$ cat src/rtl/irq_cap_pkg.sv
package irq_cap_pkg;
  localparam int unsigned N_LINES_DEF = 8;
  localparam int unsigned SYNC_STAGES = 2;
  typedef enum logic {TRIG_EDGE = 1'b0, TRIG_LEVEL = 1'b1} trig_e;
endpackage

$ cat src/rtl/irq_sync.sv
module irq_sync #(
  parameter int unsigned WIDTH = 8
) (
  input  logic             clk_i,
  input  logic             rst_ni,
  input  logic [WIDTH-1:0] d_i,
  output logic [WIDTH-1:0] q_o
);
  logic [WIDTH-1:0] s1_q, s2_q;

  always_ff @(posedge clk_i or negedge rst_ni) begin
    if (!rst_ni) begin
      s1_q <= '0;
      s2_q <= '0;
    end else begin
      s1_q <= d_i;
      s2_q <= s1_q;
    end
  end

  assign q_o = s2_q;

  assert_sync_stage1_R2: assert property (@(posedge clk_i) disable iff (!rst_ni)
    1'b1 |=> s1_q == $past(d_i));
  assert_sync_stage2_R2: assert property (@(posedge clk_i) disable iff (!rst_ni)
    1'b1 |=> q_o == $past(s1_q));
endmodule

$ cat src/rtl/irq_trig_reg.sv
module irq_trig_reg #(
  parameter int unsigned      WIDTH   = 8,
  parameter logic [WIDTH-1:0] WR_MASK = '1
) (
  input  logic             clk_i,
  input  logic             rst_ni,
  input  logic             we_i,
  input  logic [WIDTH-1:0] wdata_i,
  output logic [WIDTH-1:0] trig_o
);
  logic [WIDTH-1:0] trig_q;

  always_ff @(posedge clk_i or negedge rst_ni) begin
    if (!rst_ni)   trig_q <= '0;
    else if (we_i) trig_q <= wdata_i & WR_MASK;
  end

  assign trig_o = trig_q;

  assert_trig_write_R9: assert property (@(posedge clk_i) disable iff (!rst_ni)
    we_i |=> trig_o == ($past(wdata_i) & WR_MASK));
  assert_trig_hold_R9: assert property (@(posedge clk_i) disable iff (!rst_ni)
    !we_i |=> $stable(trig_o));
  assert_trig_fixed_R10: assert property (@(posedge clk_i) disable iff (!rst_ni)
    we_i |=> (trig_o & ~WR_MASK) == '0);
endmodule

$ cat src/rtl/irq_req_line.sv
module irq_req_line (
  input  logic clk_i,
  input  logic rst_ni,
  input  logic lvl_i,
  input  logic trig_i,
  input  logic ack_i,
  output logic req_o
);
  import irq_cap_pkg::*;

  logic last_q, req_q, rise;

  assign rise = lvl_i & ~last_q;

  always_ff @(posedge clk_i or negedge rst_ni) begin
    if (!rst_ni) begin
      last_q <= 1'b0;
      req_q  <= 1'b0;
    end else begin
      last_q <= lvl_i;
      if (trig_i == TRIG_LEVEL) req_q <= lvl_i;
      else if (rise)            req_q <= 1'b1; // new edge beats ack
      else if (ack_i)           req_q <= 1'b0;
    end
  end

  assign req_o = req_q;

  assert_level_high_R3: assert property (@(posedge clk_i) disable iff (!rst_ni)
    (trig_i && lvl_i) |=> req_o);
  assert_level_low_R3_R7: assert property (@(posedge clk_i) disable iff (!rst_ni)
    (trig_i && !lvl_i) |=> !req_o);
  assert_edge_set_R4: assert property (@(posedge clk_i) disable iff (!rst_ni)
    (!trig_i && lvl_i && !last_q) |=> req_o);
  assert_edge_hold_R5: assert property (@(posedge clk_i) disable iff (!rst_ni)
    (!trig_i && req_o && !ack_i) |=> req_o);
  assert_edge_ack_R6: assert property (@(posedge clk_i) disable iff (!rst_ni)
    (!trig_i && ack_i && !(lvl_i && !last_q)) |=> !req_o);
  assert_edge_ack_tie_R8: assert property (@(posedge clk_i) disable iff (!rst_ni)
    (!trig_i && ack_i && lvl_i && !last_q) |=> req_o);
endmodule

$ cat src/rtl/irq_req_capture.sv
module irq_req_capture #(
  parameter int unsigned        N_LINES = irq_cap_pkg::N_LINES_DEF,
  parameter logic [N_LINES-1:0] WR_MASK = '1,
  localparam int unsigned       LINE_W  = (N_LINES > 1) ? $clog2(N_LINES) : 1
) (
  input  logic               clk_i,
  input  logic               rst_ni,
  input  logic [N_LINES-1:0] irq_i,
  input  logic               cfg_we_i,
  input  logic [N_LINES-1:0] cfg_wdata_i,
  output logic [N_LINES-1:0] cfg_rdata_o,
  input  logic               ack_valid_i,
  input  logic [LINE_W-1:0]  ack_line_i,
  output logic [N_LINES-1:0] req_o
);
  logic [N_LINES-1:0] lvl, trig, ack_oh;

  irq_sync #(.WIDTH(N_LINES)) u_sync (
    .clk_i(clk_i), .rst_ni(rst_ni), .d_i(irq_i), .q_o(lvl)
  );

  irq_trig_reg #(.WIDTH(N_LINES), .WR_MASK(WR_MASK)) u_trig (
    .clk_i(clk_i), .rst_ni(rst_ni), .we_i(cfg_we_i),
    .wdata_i(cfg_wdata_i), .trig_o(trig)
  );

  assign cfg_rdata_o = trig;

  for (genvar i = 0; i < N_LINES; i++) begin : g_line
    assign ack_oh[i] = ack_valid_i && (ack_line_i == LINE_W'(i));
    irq_req_line u_line (
      .clk_i(clk_i), .rst_ni(rst_ni), .lvl_i(lvl[i]), .trig_i(trig[i]),
      .ack_i(ack_oh[i]), .req_o(req_o[i])
    );
  end

  assert_ack_onehot_R6: assert property (@(posedge clk_i) disable iff (!rst_ni)
    $onehot0(ack_oh));
  assert_ack_other_R6: assert property (@(posedge clk_i) disable iff (!rst_ni)
    (!ack_valid_i && (trig == '0) && (lvl == '0)) |=> $stable(req_o));
endmodule

$ cat config.mk
export PLATFORM = sky130hd
export DESIGN_NAME = irq_req_capture
export DESIGN_NICKNAME = d
export VERILOG_FILES = /design/src/rtl/irq_cap_pkg.sv /design/src/rtl/irq_sync.sv /design/src/rtl/irq_trig_reg.sv /design/src/rtl/irq_req_line.sv /design/src/rtl/irq_req_capture.sv
export SDC_FILE = /design/constraint.sdc
export NUM_CORES = 1
export LEC_CHECK = 0
export CAP_MARGIN = 30
export CORE_ASPECT_RATIO = 1.1
export CORE_MARGIN = 8
export CORE_UTILIZATION = 50
export DETAILED_ROUTE_END_ITERATION = 12
export GPL_TIMING_DRIVEN = 0
export PLACE_DENSITY = 0.84
export RECOVER_POWER = 25
export SYNTH_ARGS = -nofsm -noshare
export SYNTH_HDL_FRONTEND = slang
export SYNTH_SLANG_ARGS = --single-unit
$ cat constraint.sdc
create_clock -name clk_i -period 1.3 [get_ports clk_i]
set_input_delay 0.325 -clock clk_i [delete_from_list [all_inputs] [get_ports clk_i]]
set_output_delay 0.325 -clock clk_i [all_outputs]
set_load 0.005 [all_outputs]
==> results of run 1 <==
==> how the worst min path moves through the flow <==
stage,end,slack (ns),cells after the start
after floorplan,g_line[0].u_line.last_q$_DFF_PN0_,0.03,0
after global placement,u_sync.q_o[6]$_DFF_PN0_,0.33,0
after detailed placement,u_sync.q_o[7]$_DFF_PN0_,0.34,0
after CTS,g_line[4].u_line.req_o$_DFFE_PN0P_,0.09,1
after global routing,u_sync.s1_q[1]$_DFF_PN0_,0.14,1
final,g_line[4].u_line.req_o$_DFFE_PN0P_,0.07,1
==> metal layers <==
metal,global-route usage [%],share of wire (%)
met5,0,0
met1,13.1,38
met2,22.6,51
met3,6.32,8.3
met4,5.12,2.3
==> sequential cells by signal (all words and copies together) (netlist names) <==
name	cells
g_line.u_line.last_q	8
g_line.u_line.req_o	8
u_sync.q_o	8
u_sync.s1_q	8
u_trig.trig_o	8
==> cells in the mapped netlist <==
cell type and instances:
dfrtp_1 40, buf_4 16, a32o_1 8, inv_1 8, nand2_1 8, nand2b_1 8
o21ai_0 8, nand4b_1 3, nand4bb_1 3, clkbuf_1 1, nand4_1 1, or4b_1 1
==> layout by cell type, fill, tap and decap left out <==
cell type / n
clkbuf_1: 1
or4b_1: 1
clkbuf_4: 5
inv_1: 8
clkinv_2: 1
nand2_1: 8
clkbuf_2: 1
nand4bb_1: 3
nand4b_1: 3
buf_2: 7
a32o_1: 8
clkdlybuf4s50_1: 9
buf_4: 11
buf_6: 10
dfrtp_1: 40
nand4_1: 1
o21ai_0: 8
dlygate4sd2_1: 4
dlygate4sd3_1: 8
nand2b_1: 8
==> through the flow <==
step                setup slack (ns)  std cells
finish                        0.0634        178
floorplan                     0.0978        105
global placement              -0.909        176
detailed placement            -0.523        176
CTS                          -0.0477        180
global route                  0.0237        178
==> worst max-delay path: stages <==
cell           delay, ns
dlygate4sd2_1       0.31
or4b_1              0.56
a32o_1              0.28
==> kinds of logic (layout without fill, tap and decap cells) <==
family                 count (synthesis)  in the layout
AOI/OAI and AO/OA                     16             16
buffers and inverters                 25             65
DFF                                   40             40
and+or+nand+nor                       24             24
==> where the power goes <==
group	internal [uW]	total [uW]	switching, uW
Sequential	1340	1390	53.3
Combinational	216	341	124
Clock	199	554	355
Total	1750	2280	533
==> repair_timing <==
item	in CTS	in global routing
resized for setup	79	0
hold buffers	0	0
buffers inserted	7	4
endpoints found under the setup margin	19	6
==> cell type report <==
class	instances	area share, %
flip-flops and latches	40	54.5
repair buffers	49	23.7
multi-input cells	40	15.1
clock buffers	6	2.25
well taps	33	2.25
inverters	8	1.64
clock inverters	1	0.273
plain buffers	1	0.273
==> results.py, run 1 <==
metrics = {
    "logic_synthesis": {
        "synth_top_cell_by_area": "dfrtp_1",
        "synth-adder-area-share_pct": 0,
        "synth_xor_xnor_area_share_pct": 0,
        "synth.top_cell.area_share_pct": 69.9,
        "syn-num-nets": 128,
        "synth_area_um2": 1430,
        "synth-seq-area-share_pct": 69.9,
        "synth-compound-area-share_pct": 8.39,
        "synth_top_family_by_area": "simple AND/OR/NAND/NOR gates",
        "syn_inst": 105,
        "ys_ff_latch": 40,
        "ys_types": 12,
        "synth_area_per_cell_um2": 13.6,
        "ys_top_cells_by_area": "dfrtp_1 (70%), buf_4 (8.4%), a32o_1 (5.6%)",
        "synth-simple-area-share_pct": 10.9,
        "ys_warn_count": 0,
        "synth.area.mux_share_pct": 0,
    },
    "place": {
        "dpl_cell_area_um2": 1850,
        "port_buffers": 38,
        "gp_congestion": 0.750,
        "dp_hpwl_um": 2020,
    },
    "detailed_routing": {
        "vias_per_cell": 4.86,
        "routedWlPerCell_um": 15.1,
        "ant_nets": 0,
        "drtIter0Drc": 25,
        "wl_um": 2690,
        "drc": 0,
        "first_pass_iters": 2,
        "dr_total_vias": 865,
    },
    "clock_tree": {
        "cts.path.max_buffers": 2,
        "clock_sinks": 40,
        "cts_buffers": 5,
        "root_buffer": "clkbuf_4",
        "ctsHtreeMaxLevel": 2,
        "clk_pin_slew_ns": 0.11,
        "clock_latency_ns": 0.34,
        "cts_tree": "built",
    },
    "setup_path": {
        "r2r_start": "u_trig.trig_o[1]$_DFFE_PN0P_",
        "cp.required_ns": 1.53,
        "worstSetupStartpoint": "ack_line_i[2]",
        "rrSetupSlack_ns": 0.20,
        "setup.worst_path.end": "g_line[0].u_line.req_o$_DFFE_PN0P_",
        "worstPathMaxFanout": 8,
        "reg2reg_to": "g_line[1].u_line.req_o$_DFFE_PN0P_",
        "reg2reg_depth": 4,
        "crit_path_end_kind": "flop",
        "worstSetupPathType": "in -> reg",
        "worstPathArrival_ns": 1.47,
        "start_kind": "input pin",
    },
    "cells_and_area": {
        "regArea_um2": 1000,
        "postLayoutCellArea_um2": 1840,
        "antenna_cells": 0,
        "multi_input_area_um2": 277,
        "syn2layout_area_growth_pct": 28.2,
        "drive_gt1_share_pct": 24.1,
        "final_util_pct": 66.7,
        "finalNetCount": 168,
        "fillCellCount": 225,
    },
    "grt": {
        "antenna_found_initial": 0,
        "grt_pass1_wl_um": 4750,
        "grt_pass1_vias": 1037,
        "grt_max_degree": 41,
        "grt_overflow": 0,
        "track_usage_pct": 13.1,
    },
    "sta": {
        "worst_hold_slack_ns": 0.0659,
        "setup_violations": 0,
        "finalCriticalPeriod_ns": 1.24,
        "relSlewSlack_pct": 45.4,
        "tns_ns": 0,
        "finalClockSkew_ns": 0.0105,
        "finalCritPeriodShare_pct": 95.1,
        "hold_viol_final": 0,
        "rsz0062_at_grt": "false",
        "worst_pin_slew_ns": 0.819,
        "max_freq_mhz": 809,
        "drv_slew": 0,
    },
    "job": {
        "max-cap-violations": 0,
    },
    "floorplanning": {
        "initial_core_util_pct": 52.0,
        "fp.dieH_um": 72.1,
        "dieArea_um2": 4830,
        "dieWidth_um": 67.0,
        "io_pins": 39,
        "num_rows": 20,
        "core_um2": 2750,
    },
    "power": {
        "powerDensity_nw_per_um2": 1240,
        "p_leak_uw": 0.000845,
        "ir_drop_uv": 1100,
        "power_uw": 2280,
    },
    "min_path": {
        "hold_path.class": "in -> async",
    },
    "outcome": {
        "outcome": "finished, final reports clean",
    },
}
Power figures use the tool's default switching activity.
==> run 2, diff against run 1 <==
--- a/config.mk
+++ b/config.mk
@@ -9,6 +9,7 @@
 export CORE_ASPECT_RATIO = 1.1
 export CORE_MARGIN = 8
 export CORE_UTILIZATION = 50
+export CTS_CLUSTER_DIAMETER = 150
 export DETAILED_ROUTE_END_ITERATION = 12
 export GPL_TIMING_DRIVEN = 0
 export PLACE_DENSITY = 0.84
==> results of run 2 <==
No change in the layout: final DEF, timing and power equal those of run 1.
==> run 3, diff against run 2 <==
--- a/config.mk
+++ b/config.mk
@@ -14,6 +14,7 @@
 export GPL_TIMING_DRIVEN = 0
 export PLACE_DENSITY = 0.84
 export RECOVER_POWER = 25
+export SETUP_SLACK_MARGIN = 0.5
 export SYNTH_ARGS = -nofsm -noshare
 export SYNTH_HDL_FRONTEND = slang
 export SYNTH_SLANG_ARGS = --single-unit
==> run 3 against run 2 <==
Compared with the run above:
- combinational power increased by 60%
- register-to-register slack is essentially flat
- clock-buffer cell count increased by 2
- sequential cell count stayed put
- cell count grew 9.6%
- global-route usage grew 0.73 points
- the run now ends with setup timing left
- fmax is 5.3% lower
- highest routed layer unchanged
- non-clock buffer count rose by 16
==> results.py, run 3 (synthesis results as in run 1) <==
metrics = {
    "place": {
        "preCtsSetupSlack_ns": -0.466,
        "port_buffers": 38,
        "gp_congestion": 0.701,
        "dp_hpwl_um": 2140,
    },
    "sta": {
        "max_freq_mhz": 766,
        "setup_ws_ns": -0.00536,
        "relSlewSlack_pct": 44.6,
        "worst_pin_slew_ns": 0.832,
        "finalClockSkew_ns": 0.00365,
        "worst_hold_slack_ns": 0.0818,
        "finalCritPeriodShare_pct": 100,
        "hold_viol_final": 0,
        "rsz0062_at_grt": "true",
        "finalCriticalPeriod_ns": 1.31,
        "drv_slew": 0,
        "tns_ns": -0.00897,
        "setup_violations": 2,
    },
    "grt": {
        "grt_max_degree": 41,
        "antenna_found_initial": 0,
        "grt_overflow": 0,
        "grt_pass1_vias": 1051,
        "grt_pass1_wl_um": 5060,
        "track_usage_pct": 13.8,
    },
    "clock_tree": {
        "clk_pin_slew_ns": 0.11,
        "hold_buffers": 0,
        "ctsHtreeMaxLevel": 2,
        "root_buffer": "clkbuf_4",
        "cts.path.max_buffers": 2,
        "clock_sinks": 40,
        "cts_tree": "built",
        "cts_buffers": 5,
        "clock_latency_ns": 0.33,
    },
    "power": {
        "switching_share_pct": 23.3,
        "power_frac_seq_pct": 54.3,
        "ir_drop_uv": 923,
        "powerDensity_nw_per_um2": 1190,
        "netSwitchingPower_uw": 603,
        "p_leak_uw": 0.00101,
        "p_int_uw": 1980,
        "p_clk_share_pct": 24.6,
        "comb_power_share_pct": 21.1,
    },
    "setup_path": {
        "path_cells": "buf_6 -> buf_6",
        "worstSetupPathType": "reg -> out",
        "crit_top_cell": "buf_6",
        "reg2reg_depth": 4,
        "worstPathArrival_ns": 0.98,
        "cp_slowest_cell": "dfrtp_1",
        "worstPathMaxFanout": 2,
        "cp_num_buf_inv": 2,
        "rrSetupSlack_ns": 0.20,
        "cp.required_ns": 0.98,
        "reg2reg_to": "g_line[4].u_line.req_o$_DFFE_PN0P_",
        "start_kind": "flop",
        "r2r_start": "u_trig.trig_o[4]$_DFFE_PN0P_",
        "cpPeakStageDelay_ns": 0.42,
        "crit_path_end_kind": "output port",
        "path_delay_family": "flip-flops",
    },
    "floorplanning": {
        "fp.dieH_um": 72.1,
        "dieArea_um2": 4830,
        "initial_core_util_pct": 52.0,
        "io_pins": 39,
        "num_rows": 20,
        "core_um2": 2750,
        "dieWidth_um": 67.0,
    },
    "detailed_routing": {
        "routedWlPerCell_um": 16.4,
        "first_pass_iters": 4,
        "drtIter0Drc": 24,
        "vias_per_cell": 4.97,
        "wl_um": 3200,
        "ant_nets": 0,
        "dr_total_vias": 969,
        "drc": 0,
    },
    "cells_and_area": {
        "antenna_cells": 0,
        "mostFrequentLayoutCells": "buf_6 (41), dfrtp_1 (40)",
        "drive_gt1_share_pct": 44.4,
        "finalNetCount": 184,
        "final_common_cell": "buf_6",
        "syn2layout_area_growth_pct": 52.0,
    },
    "outcome": {
        "outcome": "finished, violations left",
        "failed_checks": "setup timing",
    },
    "min_path": {
        "hold_path.class": "in -> async",
    },
    "job": {
        "max-cap-violations": 0,
    },
}
==> run 3: cell count changes in the layout (fill, tap and decap cells not counted), sizes merged <==
cell           previous run  this run
clkbuf                    7        11
clkinv                    1         0
buf                      28        47
clkdlybuf4s50             9         8
dlygate4sd2               4         0
==> run 3: layer usage <==
| layer | routed length, um | GRT usage, % | up-vias |
|---|---|---|---|
| met5 | 0 | 0 | - |
| met4 | 42 | 5.12 | 0 |
| met3 | 251 | 5.70 | 4 |
| met2 | 1770 | 23.1 | 30 |
| met1 | 1140 | 15.2 | 479 |
| li1 | - | - | 456 |
==> run 3: repair_timing <==
action | 4_1_cts | 5_1_grt
endpoints found under the setup margin | 32 | 32
setup buffers | 9 | 2
pin swaps | 4 | 4
gates resized for setup | 121 | 21
==> run 3: how the worst max path moves through the flow <==
stage                                               to                          startpoint  depth (start not counted)  slack (ns)
floorplan           g_line[0].u_line.req_o$_DFFE_PN0P_                       ack_line_i[2]                          2        0.13
global placement          u_trig.trig_o[6]$_DFFE_PN0P_                              rst_ni                          1       -0.91
detailed placement  g_line[0].u_line.req_o$_DFFE_PN0P_                       ack_line_i[2]                          3       -0.47
CTS                                           req_o[0]  g_line[0].u_line.req_o$_DFFE_PN0P_                          2       -0.02
global route                                  req_o[0]  g_line[0].u_line.req_o$_DFFE_PN0P_                          2       -0.06
finish                                  cfg_rdata_o[4]        u_trig.trig_o[4]$_DFFE_PN0P_                          2      -0.005
==> run 3: power by group through the flow <==
stage,registers [uW],clock network (uW),logic (uW)
floorplan,1410,0,198
global placement,1410,0,421
detailed placement,1420,0,431
CTS,1400,656,521
global route,1410,705,586
finish,1400,636,547
==> run 3: through the flow <==
step	power, uW	cells	utilization [%]	area (um^2)
finish	2590	195	79.0	2180
global route	2710	195	79.0	2180
CTS	2580	193	77.0	2120
detailed placement	1850	176	69.3	1910
global placement	1840	176	69.5	1910
floorplan	1600	105	-	1490
==> run 3: final cells by class <==
class,count,area [um^2]
Timing Repair Buffer,49,504
Multi-Input combinational cell,40,344
Buffer,17,194
Tap cell,33,41.3
Inverter,8,32.5
Clock buffer,8,58.8
Fill cell,165,577
Sequential cell,40,1000
